$ cat config.mk
export PLATFORM = sky130hd
export DESIGN_NAME = irq_vector_ctl
export DESIGN_NICKNAME = d
export VERILOG_FILES = /design/src/rtl/irq_vector_ctl.sv
export SDC_FILE = /design/constraint.sdc
export NUM_CORES = 1
export LEC_CHECK = 0
export BUFFER_PORTS_ARGS = -buffer_cell sky130_fd_sc_hd__buf_2
export CAP_MARGIN = 30
export CORE_UTILIZATION = 48
export CTS_CLUSTER_SIZE = 24
export DETAILED_ROUTE_END_ITERATION = 7
export PLACE_DENSITY = 0.75
export SETUP_SLACK_MARGIN = 0.2
export SLEW_MARGIN = 5
export SYNTH_ARGS = -nofsm -noshare
export SYNTH_HDL_FRONTEND = slang
export SYNTH_SLANG_ARGS = --single-unit
$ cat constraint.sdc
create_clock -name clk -period 7.6 [get_ports clk]
set_clock_uncertainty 0.2 [all_clocks]
set_input_delay 1.14 -clock clk [delete_from_list [all_inputs] [get_ports clk]]
set_output_delay 1.14 -clock clk [all_outputs]
set_load 0.03 [all_outputs]
$ cat src/rtl/irq_vector_ctl.sv
module irq_vector_ctl #(
  parameter int VEC_W = 16
) (
  input  logic             clk,
  input  logic             rst_n,
  input  logic [5:0]       hw_set,
  input  logic             wr_en,
  input  logic [1:0]       wr_sel,
  input  logic [7:0]       wr_data,
  input  logic             sample,
  output logic [5:0]       req_q,
  output logic [7:0]       mask_q,
  output logic [2:0]       prio_q,
  output logic             protect_en,
  output logic             grant,
  output logic [2:0]       grant_idx,
  output logic [VEC_W-1:0] vec_addr
);
  localparam int NREQ = 6;

  logic [NREQ-1:0] pend, clr, req_base, req_nxt;
  logic [7:0]      mask_nxt;
  logic [2:0]      start, win;
  logic [3:0]      pos;
  logic            found, fire;

  assign pend       = req_q & mask_q[NREQ-1:0] & {NREQ{mask_q[7]}};
  assign start      = (prio_q < 3'(NREQ)) ? prio_q : 3'd0;
  assign protect_en = mask_q[6];

  always_comb begin
    found = 1'b0;
    win   = 3'd0;
    pos   = 4'd0;
    for (int k = 0; k < NREQ; k++) begin
      pos = {1'b0, start} + 4'(k);
      if (pos >= 4'(NREQ)) pos = pos - 4'(NREQ);
      if (!found && pend[pos[2:0]]) begin
        found = 1'b1;
        win   = pos[2:0];
      end
    end
  end

  assign fire = sample & found;
  assign clr  = fire ? (NREQ'(1) << win) : '0;

  always_comb begin
    req_base = (wr_en && wr_sel == 2'd0) ? wr_data[NREQ-1:0] : (req_q & ~clr);
    req_nxt  = req_base | hw_set;
    mask_nxt = (wr_en && wr_sel == 2'd1) ? wr_data : mask_q;
    if (fire) mask_nxt[7] = 1'b0;
  end

  always_ff @(posedge clk or negedge rst_n) begin
    if (!rst_n) begin
      req_q     <= '0;
      mask_q    <= '0;
      prio_q    <= '0;
      grant     <= 1'b0;
      grant_idx <= '0;
      vec_addr  <= '0;
    end else begin
      req_q  <= req_nxt;
      mask_q <= mask_nxt;
      if (wr_en && wr_sel == 2'd2) prio_q <= wr_data[2:0];
      grant <= fire;
      if (fire) begin
        grant_idx <= win;
        vec_addr  <= VEC_W'({win, 1'b0});
      end
    end
  end

  a_r4_grant_needs_sample: assert property (@(posedge clk) disable iff (!rst_n)
    grant |-> $past(sample));

  a_r5_winner_enabled: assert property (@(posedge clk) disable iff (!rst_n)
    grant |-> ((($past(pend) >> grant_idx) & 6'd1) != 6'd0));

  a_r8_global_dropped: assert property (@(posedge clk) disable iff (!rst_n)
    grant |-> !mask_q[7]);

  a_r7_single_pulse: assert property (@(posedge clk) disable iff (!rst_n)
    grant |=> !grant);

  a_r3_set_wins: assert property (@(posedge clk) disable iff (!rst_n)
    $past(rst_n) |-> (($past(hw_set) & ~req_q) == 6'd0));

  a_r6_idx_range: assert property (@(posedge clk) disable iff (!rst_n)
    grant |-> (grant_idx < 3'(NREQ)));
endmodule

# == Word level (Yosys, flattened, before mapping) ==
# Index checks and enable logic that the tools add are counted.
# word_totals
register_bits,21
wordCells,89
# op_classes
addsub,11
magnitude_cmp,13
n_eq_ne,2
shift,1
mux,35
bitwise_logic,6
n_reduce_logical,15
# op_table
cell,n
3-bit two-way mux,13
"3-bit by 4-bit less-than comparator with 1-bit output, second input constant",6
"4-bit by 3-bit >= comparator with 1-bit output, second input constant",5
6-bit AND,3
1-bit binary-select mux with 3-bit select,6
"3-bit subtractor, second input constant",6
1-bit two-way mux,13
6-bit two-way mux,2
"3-bit by 2-bit adder with 4-bit output, second input constant",2
"3-bit by 3-bit adder with 4-bit output, second input constant",2
1-bit logical AND,8
8-bit two-way mux,1
6-bit NOT,1
6-bit OR,1
"1-bit by 3-bit left shift with 6-bit output, first input constant",1
1-bit zero test,5
"3-bit by 1-bit adder with 4-bit output, second input constant",1
"3-bit >= comparator, second input constant",1
"3-bit less-than comparator, second input constant",1
"2-bit by 1-bit equality test with 1-bit output, second input constant",1
"2-bit equality test, second input constant",1
2-bit zero test,1
2-bit nonzero test,1
1-bit AND,1

# == Longest topological paths before layout ==
# depth
word_depth,28
depth_mapped,15
mapped_depth_nobuf,13

# == Least setup slack after synthesis ==
# Ideal clock, no wire load.
# synth_path
path_kind,register -> register
from,register prio_q[1]
to,register req_q[2]
setup_time_ns,0.132
arrival_time_ns,3.558
setup_slack_ns,3.711
stages_incl_launch_ff,16
synth_period_minus_slack_ns,3.889
cell_sequence,dfrtp_1 -> ha_1 -> and2b_1 -> buf_4 -> buf_6 -> nand2_1 -> ha_1 -> buf_1 -> o21ai_1 -> a32oi_1 -> o31a_1 -> or2_2 -> a211o_1 -> o211a_1 -> o41ai_1 -> o21ai_1
# synth_between
elab_chain_len,28
elab_cells_between_ends,66
classes_between,add/sub: 11; order compare: 7; shift: 1; mux: 33; bitwise: 4; reduce/logical: 10
# synth_rtl
item,line_no,rtl
start: declaration,13,"output logic [2:0] prio_q,"
start signal: assignment,66,if (wr_en && wr_sel == 2'd2) prio_q <= wr_data[2:0];
3-bit less-than comparator,28,assign start = (prio_q < 3'(NREQ)) ? prio_q : 3'd0;
3-bit two-way mux *,28,
"parallel branches: the longest is 21 deep, another holds 3-bit by 1-bit adder with 4-bit output",n/a,
6-bit two-way mux *,46,assign clr = fire ? (NREQ'(1) << win) : '0;
6-bit NOT *,49,req_base = (wr_en && wr_sel == 2'd0) ? wr_data[NREQ-1:0] : (req_q & ~clr);
6-bit AND *,49,
6-bit two-way mux *,49,
6-bit OR *,50,req_nxt = req_base | hw_set;
named net req_nxt[2],21,"logic [NREQ-1:0] pend, clr, req_base, req_nxt;"
end signal: assignment,64,req_q <= req_nxt;
end: declaration,11,"output logic [5:0] req_q,"
# Mark *: on every way through the listed nets, which the timed path passes. The select of a mux whose other input is x is not followed.
# A chain may end at the register's enable or synchronous reset.

# == Worst setup path after layout ==
# layout_path
from,register prio_q[1]
to,register req_q[1]
# The elaborated chain is that of the path after synthesis.

==> run_results.csv <==
group,metric,value,unit
run_status,status,"complete, no violations",
worst_setup_path,worstSetupStartpointType,"flip-flop",
route,viasPerCell,6.00,
worst_setup_path,cpPeakStageDelay,610,ps
finish,nets,298,
route,routedWlPerCell,15.3,µm
clock_tree,cts_max_path_buffers,2,
route,routed_wl,4920,µm
power,power.switching,0.000354,W
power,switching_share,51.3,%
yosys,synthFlopType,"dfrtp_1",
sta,tns,0,ps
floorplanning,die_y,66.8,µm
sta,max_clock_freq,236,MHz
worst_hold_path,hold_class,"flip-flop to flip-flop",
power,ir_drop,0.188,mV
finish,drive_above_1_share,27.7,%
clock_tree,root_buffer,"clkbuf_8",
yosys,avgSynthCellArea,8.50,µm²
floorplanning,rows,23,
worst_setup_path,worstPathRequired,7580,ps
clock_tree,cts_tree,"done",
clock_tree,cts_made_buffers,3,
yosys,synthSimpleGateAreaFrac,18.2,%
finish,regArea,526,µm²
worst_setup_path,r2r_start,"prio_q[1]$_DFFE_PN0P_",
clock_tree,hold_buffers,0,
worst_setup_path,critPathSlowestCell,"and2b_1",
clock_tree,clock_latency,270,ps
yosys,ys_top_cells_by_count,"22 x nand2_1, 21 x dfrtp_1, 18 x buf_4, 14 x a21oi_1, 13 x mux2_2",
global_routing,gr-total-overflow,0,
worst_setup_path,setup.worst_path.start,"prio_q[1]$_DFFE_PN0P_",
flow_run,drv_cap,0,
power,power.leakage,1.01,nW
global_routing,grt_max_degree,22,
sta,worst_pin_slew,621,ps
clock_tree,clk_pin_slew,80,ps
worst_setup_path,critPathArrivalTime,4210,ps
power,p_comb_share,65.7,%
route,num_vias,1925,
route,drt_iter0_drc,183,
clock_tree,cts-resized-gates,0,
placed_design,dpl.hpwl,3760,µm
floorplanning,fp.dieW,66.8,µm
worst_setup_path,cp_max_fo,16,
power,power_density,312,nW/µm²
yosys,synthMuxAreaShare,12.5,%
yosys,yosys.area_share.xor_xnor,2.55,%
yosys,synthTopCellsByArea,"dfrtp_1 26%, mux2_2 7.3%, buf_4 6.7%",
yosys,ys_seq_elements,21,
power,seqPwrFrac,23.8,%
worst_setup_path,path_cells,"ha_1 > and2b_1 > nand2_1 > ha_1 > o21ai_1 > a32oi_1 > o31a_1 > or2_2 > a211o_1 > o31ai_4 > nor3b_1 > a31oi_1",
yosys,syn-cell-area,2020,µm²
sta,finalCritPeriodShare,55.7,%
floorplanning,ioPinCount,58,
sta,setup_viol,0,
route,firstDrtPassIters,4,
global_routing,track_usage,24.1,%
global_routing,grt_pass1_wl,8020,µm
finish,fin_util,55.0,%
finish,fillers,381,
yosys,synth_cell_types,56,
finish,multi_input_area,1320,µm²
yosys,synth-async-reset-ratio,100,%
worst_setup_path,critical_path_class,"flip-flop to flip-flop",
yosys,synthCells,237,
floorplanning,die_area,4460,µm²
placed_design,gp_congestion,0.952,
route,ant_nets,0,
yosys,synth_top_area_share,26.1,%
floorplanning,initial_core_util,50.0,%
placed_design,io_buffers,44,
finish,num_antenna_cells,0,
floorplanning,core,4030,µm²
yosys,synth-compound-area-share,26.1,%
power,p_int,0.000336,W
worst_hold_path,min_from,"vec_addr[2]$_DFFE_PN0P_",
worst_setup_path,critPathMostFrequentCell,"ha_1",
yosys,yosysTopAreaCell,"dfrtp_1",
global_routing,grt_pass1_vias,1688,
yosys,synth-edff-count,0,
clock_tree,cts.sinks,21,
yosys,yosysWarnings,0,
sta,max-slew-margin-rel,57.5,%
power,p_clk_share,10.6,%
route,drc,0,
yosys,synth_fa_ha_area_share,3.72,%
finish,area_delta_synth_final,9.99,%
sta,grt_setup_unrepaired,"no",
sta,period_minus_slack,4230,ps
worst_setup_path,end_kind,"flip-flop",
clock_tree,htree_levels,1,
sta,drv_slew,0,
global_routing,antenna_found_initial,0,
clock_tree,post-cts-setup-buffer-count,0,
sta,hold_violations,0,
yosys,synth_top_family_by_area,"compound AO/OA/AOI/OAI gates",
yosys,ys_seq_area_share,26.1,%
yosys,yosysMostFrequentCell,"nand2_1",
==> per-layer routing <==
layer	wire [µm]	GRT usage [%]	share of wire [%]	vias up
li1	-	-	-	918
met1	2120	31.7	43	892
met2	2360	38.9	48	103
met3	304	2.40	6.2	12
met4	142	12.5	2.9	0
met5	0	0	0	-
==> path summary, 6_finish.rpt <==
kind / slack (ps) / cells after the start / to
max reg2reg: 3370 / 12 / req_q[1]$_DFF_PN0_
min: 300 / 2 / vec_addr[2]$_DFFE_PN0P_
min reg2reg: 300 / 2 / vec_addr[2]$_DFFE_PN0P_
min in group asynchronous: 610 / 1 / vec_addr[1]$_DFFE_PN0P_
max: 3370 / 12 / req_q[1]$_DFF_PN0_
max in group asynchronous: 6260 / 1 / prio_q[2]$_DFFE_PN0P_
==> logic make-up after synthesis <==
logic type,after synthesis
xor+xnor,5
simple gates,72
buf+inv,36
mux,23
fa+ha+maj,6
other cells,1
compound gates,73
flops,21
==> sequential cells by signal (all words and copies together), names as in the netlist <==
register	cells
prio_q	3
vec_addr	3
mask_q	8
grant	1
req_q	6
==> through the flow <==
step	setup slack [ps]	hold WS, ps	power [W]	cells	cell area, µm²
after floorplan	3710	464	0.000526	249	2060
after global placement	3580	287	0.000609	317	2170
after detailed placement	3440	287	0.000612	317	2170
after CTS	3400	305	0.000687	321	2220
after global routing	3090	359	0.000738	321	2220
final	3370	299	0.000691	321	2220
==> critical path, delay by kind of cell, from the launching register on <==
family          cells  cell delay, ps
compound gates      6            1580
fa+ha+maj           2             650
simple gates        4            1260
flops               1             450
==> cell usage in the layout (no fill, tap or decap), types with 4 or more instances in the layout <==
cell type,netlist,final
a211oi_1,8,8
o21ai_0,8,8
nor3_1,10,10
mux2_2,13,13
dfrtp_1,21,21
buf_2,3,44
nand2_1,22,22
conb_1,1,13
inv_1,6,6
o21ai_1,5,5
ha_1,6,6
a21oi_1,14,14
a31oi_1,7,7
nor2b_1,6,6
nor2_1,9,9
mux2i_1,9,9
and3_1,8,8
xnor2_1,4,4
==> power by group through the flow <==
stage	sequential (W)	combinational, W	clock, W
detailed placement	0.000166	0.000446	0
floorplan	0.000212	0.000314	0
CTS	0.000164	0.000449	0.0000743
global route	0.000168	0.000491	0.0000784
global placement	0.000166	0.000443	0
finish	0.000164	0.000454	0.0000730
==> area by class of cell <==
type	count	area share (%)
clock buffers	3	1.86
inverters	9	1.52
clock inverters	1	0.226
flip-flops and latches	21	23.7
well taps	50	2.82
multi-input cells	192	59.6
repair buffers	45	10.3
Note: power is estimated with default switching activity, not from simulation.
